<file path="src/rtl/sfa_pkg.sv">
package sfa_pkg;

  typedef enum logic [1:0] {
    ST_OOF     = 2'd0,
    ST_CONFIRM = 2'd1,
    ST_INFRAME = 2'd2,
    ST_ERRORED = 2'd3
  } align_st_e;

  localparam logic [7:0] A1_BYTE = 8'hF6;
  localparam logic [7:0] A2_BYTE = 8'h28;

endpackage

</file>
<file path="src/rtl/sfa_rst_sync.sv">
module sfa_rst_sync (
  input  logic clk_i,
  input  logic rst_ni,
  output logic rst_no
);
  logic [1:0] sync_q;

  always_ff @(posedge clk_i or negedge rst_ni) begin
    if (!rst_ni) sync_q <= 2'b00;
    else         sync_q <= {sync_q[0], 1'b1};
  end

  assign rst_no = sync_q[1];
endmodule

</file>
<file path="src/rtl/sfa_pattern_det.sv">
module sfa_pattern_det
  import sfa_pkg::*;
#(
  parameter int CMP_A1 = 2,
  parameter int CMP_A2 = 2
) (
  input  logic       clk_i,
  input  logic       rst_ni,
  input  logic [7:0] byte_i,
  output logic       hit_o
);
  localparam int WIN = CMP_A1 + CMP_A2;

  // win[0] is the byte on the input now, win[WIN-1] the oldest one held
  logic [7:0]     win    [WIN];
  logic [7:0]     hist_q [1:WIN-1];
  logic [WIN-1:0] byte_ok;

  assign win[0] = byte_i;

  for (genvar g = 1; g < WIN; g++) begin : g_hist
    if (g == 1) begin : g_first
      always_ff @(posedge clk_i or negedge rst_ni) begin
        if (!rst_ni) hist_q[g] <= 8'h00;
        else         hist_q[g] <= byte_i;
      end
    end else begin : g_next
      always_ff @(posedge clk_i or negedge rst_ni) begin
        if (!rst_ni) hist_q[g] <= 8'h00;
        else         hist_q[g] <= hist_q[g-1];
      end
    end
    assign win[g] = hist_q[g];
  end

  for (genvar g = 0; g < WIN; g++) begin : g_cmp
    if (g < CMP_A2) begin : g_a2
      assign byte_ok[g] = (win[g] == A2_BYTE);
    end else begin : g_a1
      assign byte_ok[g] = (win[g] == A1_BYTE);
    end
  end

  assign hit_o = &byte_ok;
endmodule

</file>
<file path="src/rtl/sfa_frame_ctr.sv">
module sfa_frame_ctr #(
  parameter int FRAME_LEN = 9720
) (
  input  logic clk_i,
  input  logic rst_ni,
  input  logic restart_i,
  output logic at_check_o
);
  localparam int              CW   = $clog2(FRAME_LEN);
  localparam logic [CW-1:0]   LAST = CW'(FRAME_LEN - 1);

  logic [CW-1:0] pos_q, pos_d;

  always_comb begin
    if (restart_i)          pos_d = CW'(1);
    else if (pos_q == LAST) pos_d = '0;
    else                    pos_d = pos_q + CW'(1);
  end

  always_ff @(posedge clk_i or negedge rst_ni) begin
    if (!rst_ni) pos_q <= '0;
    else         pos_q <= pos_d;
  end

  assign at_check_o = (pos_q == '0);
endmodule

</file>
<file path="src/rtl/sfa_err_cnt.sv">
module sfa_err_cnt #(
  parameter int ERR_W = 16
) (
  input  logic             clk_i,
  input  logic             rst_ni,
  input  logic             clr_i,
  input  logic             inc_i,
  output logic [ERR_W-1:0] count_o
);
  logic [ERR_W-1:0] cnt_q, cnt_d;
  logic             cnt_en;

  assign cnt_en = clr_i | (inc_i & (cnt_q != '1));

  always_comb begin
    if (clr_i) cnt_d = '0;
    else       cnt_d = cnt_q + ERR_W'(1);
  end

  always_ff @(posedge clk_i or negedge rst_ni) begin
    if (!rst_ni)     cnt_q <= '0;
    else if (cnt_en) cnt_q <= cnt_d;
  end

  assign count_o = cnt_q;
endmodule

</file>
<file path="src/rtl/sfa_frame_align.sv">
module sfa_frame_align
  import sfa_pkg::*;
#(
  parameter int FRAME_LEN      = 9720,
  parameter int CMP_A1         = 2,
  parameter int CMP_A2         = 2,
  parameter int CONFIRM_NEEDED = 4,
  parameter int ERR_W          = 16
) (
  input  logic             clk_i,
  input  logic             rst_ni,
  input  logic [7:0]       rx_byte_i,
  input  logic             err_clr_i,
  output logic             in_frame_o,
  output logic             oof_alarm_o,
  output logic             frame_sync_o,
  output logic [1:0]       align_state_o,
  output logic [ERR_W-1:0] err_count_o
);
  localparam int            GW       = $clog2(CONFIRM_NEEDED + 1);
  localparam logic [GW-1:0] GOOD_TOP = GW'(CONFIRM_NEEDED - 1);

  logic      rst_n_q;
  logic      hit;
  logic      at_check;
  logic      restart;
  logic      err_inc;
  align_st_e state_q, state_d;
  logic [GW-1:0] good_q, good_d;

  sfa_rst_sync u_rst_sync (
    .clk_i  (clk_i),
    .rst_ni (rst_ni),
    .rst_no (rst_n_q)
  );

  sfa_pattern_det #(
    .CMP_A1 (CMP_A1),
    .CMP_A2 (CMP_A2)
  ) u_pattern_det (
    .clk_i  (clk_i),
    .rst_ni (rst_n_q),
    .byte_i (rx_byte_i),
    .hit_o  (hit)
  );

  sfa_frame_ctr #(
    .FRAME_LEN (FRAME_LEN)
  ) u_frame_ctr (
    .clk_i      (clk_i),
    .rst_ni     (rst_n_q),
    .restart_i  (restart),
    .at_check_o (at_check)
  );

  sfa_err_cnt #(
    .ERR_W (ERR_W)
  ) u_err_cnt (
    .clk_i   (clk_i),
    .rst_ni  (rst_n_q),
    .clr_i   (err_clr_i),
    .inc_i   (err_inc),
    .count_o (err_count_o)
  );

  always_comb begin
    state_d = state_q;
    good_d  = good_q;
    restart = 1'b0;
    err_inc = 1'b0;
    unique case (state_q)
      ST_OOF: begin
        if (hit) begin
          state_d = ST_CONFIRM;
          good_d  = GW'(1);
          restart = 1'b1;
        end
      end
      ST_CONFIRM: begin
        if (at_check) begin
          if (!hit) begin
            state_d = ST_OOF;
          end else if (good_q == GOOD_TOP) begin
            state_d = ST_INFRAME;
          end else begin
            good_d = good_q + GW'(1);
          end
        end
      end
      ST_INFRAME: begin
        if (at_check && !hit) begin
          state_d = ST_ERRORED;
          err_inc = 1'b1;
        end
      end
      ST_ERRORED: begin
        if (at_check) state_d = hit ? ST_INFRAME : ST_OOF;
      end
      default: state_d = ST_OOF;
    endcase
  end

  always_ff @(posedge clk_i or negedge rst_n_q) begin
    if (!rst_n_q) begin
      state_q <= ST_OOF;
      good_q  <= '0;
    end else begin
      state_q <= state_d;
      good_q  <= good_d;
    end
  end

  assign in_frame_o    = (state_q == ST_INFRAME);
  assign oof_alarm_o   = (state_q == ST_OOF);
  assign frame_sync_o  = at_check & (state_q != ST_OOF);
  assign align_state_o = state_q;
endmodule

</file>
<file path="config.mk">
export PLATFORM = sky130hd
export DESIGN_NAME = sfa_frame_align
export DESIGN_NICKNAME = d
export VERILOG_FILES = /design/src/rtl/sfa_pkg.sv /design/src/rtl/sfa_rst_sync.sv /design/src/rtl/sfa_pattern_det.sv /design/src/rtl/sfa_frame_ctr.sv /design/src/rtl/sfa_err_cnt.sv /design/src/rtl/sfa_frame_align.sv
export SDC_FILE = /design/constraint.sdc
export NUM_CORES = 1
export LEC_CHECK = 0
export BUFFER_PORTS_ARGS = -buffer_cell sky130_fd_sc_hd__buf_4
export CAP_MARGIN = 10
export CELL_PAD_IN_SITES_DETAIL_PLACEMENT = 1
export CELL_PAD_IN_SITES_GLOBAL_PLACEMENT = 2
export CORE_AREA = 10 10 113 115
export CTS_CLUSTER_SIZE = 40
export DETAILED_ROUTE_END_ITERATION = 8
export DIE_AREA = 0 0 123 125
export PLACE_DENSITY = 0.52
export SLEW_MARGIN = 5
export SYNTH_ARGS = -nofsm -noshare
export SYNTH_HDL_FRONTEND = slang
export SYNTH_SLANG_ARGS = --single-unit
</file>
<file path="constraint.sdc">
create_clock -name clk_i -period 4.4 [get_ports clk_i]
set_clock_uncertainty 0.05 [all_clocks]
set_input_delay 0.88 -clock clk_i [delete_from_list [all_inputs] [get_ports clk_i]]
set_output_delay 0.88 -clock clk_i [all_outputs]
set_load 0.05 [all_outputs]
</file>
==> impl_results.md <==
- Run status: complete, no violations
- Min-Delay Path Class: input pin to async pin
- Number of standard cells after synthesis: about 230
- Final Hold Fails: 0
- Clk Latency, worst-skew pair: 350 ps
- Wirelength per Cell: around 15 microns
- P per Cell Area: 352 nW/um^2
- Cell row count: 38
- Max Clock Freq: 364 MHz
- Adder-cell area share of the yosys netlist: under 10%
- Setup CP Type: flip-flop to output port
- Count of buffers inserted at the top-level ports: 31
- Synth unique cells: 38
- Worst slew slack as a fraction of its limit: 48.8%
- Register bit count reported by yosys: 61
- Number of antenna violations at the first check in global routing: 0
- Total overflow reported by the global router: 0
- Compound-Gate Fraction of Synth Area: 7.65%
- Endpoints failing setup: 0
- Final Hold Slack: approximately 240 ps
- Post-synthesis simple-gate area fraction: 21.6%
- Total vias in the final route: approximately 1900
- Setup repair bufs after CTS: 0
- Unrepaired setup endpoints after global routing: false
- Half-perimeter wire length of the detailed placement result: approximately 4200 microns
- Cell area after synthesis: approximately 2600 sq um
- Clock Pin Slew Worst Setup and Hold Paths: roughly 80 ps
- Pins over their slew limit: 0
- Sequential cell area fraction in the yosys report: 58.7%
- Iteration count of the initial detailed-routing pass: 4
- Cell with the largest stage delay on the worst path: dfrtp_1
- Crit path DAT: around 1800 ps
- CP required: approximately 3500 ps
- Slew of the pin with the lowest slew margin: approximately 770 ps
- Die Wd: around 120 microns
- Commonest non-fill, non-tap cell in the layout: dfrtp_1
- Top post-synthesis cells by area: dfrtp_1 59%, xor2_1 3.4%, nor2_1 3.0%
- Overall power of the completed layout: between 0.001 and 0.0015 W
- Filler Cell Count: approximately 1200
- Period utilization: 62.4%
- Cells on worst reg2reg path: 7
- Total placed instance area: 2980 sq um
- Dominant combinational cell family by area after synthesis: simple AND/OR/NAND/NOR gates
- Synth top area share: between 50% and 60%
- Total die area: around 15000 sq um
- Setup slack, reg-to-reg: about 1900 ps
- Final weighted congestion in routability-driven placement: roughly 0.69
- Yosys warning count: 0
- Combined flip-flop and latch cell area: 1530 sq um
- DR DRC count: 0
- Largest vdd supply drop: approximately 0.12 mV
- Clock Sinks: 61
- Total wirelength of the detailed-routed design: between 6000 and 7000 microns
- Count of nets after finishing: 283
- Post-CTS resize count: 0
- Count of boundary I/O pins: 32
- Core box area: around 11000 sq um
- Critical path cell sequence: nor4_4 -> nand4_1 -> nor2_1 -> buf_4
- Number of global-route vias before repair: approximately 1900
- Starting utilization of the core area: 24.5%
- Count of routing violations after the opening detailed-route iteration: between 80 and 90
- Wire length of the first global-routing pass: slightly above 10000 microns
- Area of combinational cells with multiple inputs: around 1000 sq um
- Total of hold buffers inserted after clock tree synthesis: 0
- Category of the worst setup path capture point: output port
- Leak pwr: 1.42 nW
- MaxCap Viol Count: 0
- Die H: 125 microns
- Area overhead of the layout relative to synthesis: 22.5%
- Multiplexer share of the synthesized area: between 2 and 2.5%
- Fin Setup TNS: 0 ps
- Average via count per standard cell: 4.50
- Diodes inserted: 0
- Fraction of final layout cells sized beyond drive strength 1: about a fifth
- Synth Area per Inst: 11.3 sq um
- Buffer type at the clock tree root: clkbuf_8
- Design area: around 3200 sq um
- Delay of the slowest cell on the worst path: 460 ps
- Pin count of the biggest net entering global routing: 60
- Leading cell types in the layout, fill and taps excluded: 60 x dfrtp_1, 32 x buf_4, 21 x nor2_1
- FF-to-FF End: u_err_cnt.count_o[13]
- Crit path time final: ~2700 ps
- Global routing usage summed across all routing layers: roughly 8.4%
- Critical Path Start Type: flip-flop
- Clock tree buffer depth: 2
- Number of levels in the clock H-tree: 3
- Startpoint of the worst register-to-register path: u_frame_ctr.pos_q[0]
- Biggest area consumer among synthesized cells: dfrtp_1
- TritonCTS clock tree: yes
- Largest delay contributor family on the critical path: simple AND/OR/NAND/NOR gates
- Syn_nets: between 200 and 250
- Number of antenna-violating nets in the routed design: 0
- Synthesized-area fraction occupied by xor and xnor cells: under 10%
- Cts bufs inserted: 9
- Worst-path fanout max: 5
- Buffer and inverter count on the worst path: 1
where the power goes:
part / total, W / internal, W / switching, W
sequential: 0.000577 / 0.000572 / 0.00000482
combinational: 0.0000243 / 0.00000826 / 0.0000161
clock: 0.000519 / 0.000268 / 0.000251
total: 0.00112 / 0.000849 / 0.000272
area by class of cell:
type                    count  share of cell area [%]
well taps                 140                    5.50
multi-input cells         154                    31.6
clock buffers               9                    3.89
inverters                   9                    1.06
flip-flops and latches     61                    48.0
repair buffers             32                    7.54
clock inverters             7                    2.48
routing by layer:
layer / up-vias / part of all wire, % / GRT usage [%] / wire, microns
li1: 901 / - / - / -
met3: 10 / 4.6 / 2.48 / 284
met5: - / 0 / 0 / 0
met1: 919 / 46 / 10.7 / 2820
met2: 25 / 47 / 12.4 / 2920
met4: 0 / 2.3 / 4.73 / 139
cell usage after synthesis:
cell type	number
conb_1	1
mux2_2	3
nor3_1	2
nor2b_1	4
and3_1	3
nand4_1	8
nor4_2	1
nor4b_1	1
xnor2_1	3
nor4bb_1	3
o21ai_0	9
dfrtp_1	61
clkbuf_1	4
or4_1	5
a22o_1	1
and4_1	5
inv_1	9
o31ai_1	5
ha_1	5
mux2i_1	3
nor2_1	21
nand3_1	12
nand3b_1	1
nor4_1	4
nand2_1	11
a31oi_1	1
xor2_1	10
nand2b_1	1
buf_6	1
and2_1	2
buf_1	1
a221o_2	1
a21oi_1	15
nor4_4	1
buf_2	1
or3_1	8
a21o_1	2
nand4bb_1	2
flip-flops by register name (all words and copies together), names as in the netlist, named ones only:
name                  cells
u_err_cnt.count_o        16
align_state_o             1
u_frame_ctr.pos_q        14
u_pattern_det.hist_q     24
u_rst_sync.sync_q         2
good_q                    3
worst register-to-register path, delay by kind of cell, from the launching register on:
family	cells	cell delay, ps
muxes	1	370
buffers and inverters	1	70
DFF	1	410
AOI/OAI and AO/OA	1	530
adders and majority gates	1	160
and+or+nand+nor	3	850
stage by stage:
stage               utilization (%)  cells  setup WS (ps)
floorplan                         -    231           1390
global placement               28.1    396           1560
detailed placement             28.1    396           1510
CTS                            30.0    412           1600
global route                   30.0    412           1500
finish                         30.0    412           1650
worst max path at each step:
| stage | to | from | cells after the start | slack (ps) |
|---|---|---|---|---|
| detailed placement | u_err_cnt.count_o[13] | rx_byte_i[5] | 6 | 1510 |
| finish | frame_sync_o | u_frame_ctr.pos_q[9] | 4 | 1650 |
| floorplan | frame_sync_o | align_state_o[0] | 3 | 1390 |
| global placement | u_err_cnt.count_o[13] | rx_byte_i[5] | 6 | 1560 |
| CTS | frame_sync_o | u_frame_ctr.pos_q[9] | 4 | 1600 |
| global route | frame_sync_o | u_frame_ctr.pos_q[4] | 4 | 1500 |
logic make-up (layout without fill, tap and decap cells):
family	after synthesis	count (layout)
AND/OR/NAND/NOR	95	95
adder cells (fa/ha/maj)	5	5
other	1	1
AO/OA/AOI/OAI	34	34
buffers and inverters	16	57
flip-flops	61	61
XOR/XNOR	13	13
multiplexers	6	6
No activity file was read; power rests on OpenSTA's default activity.
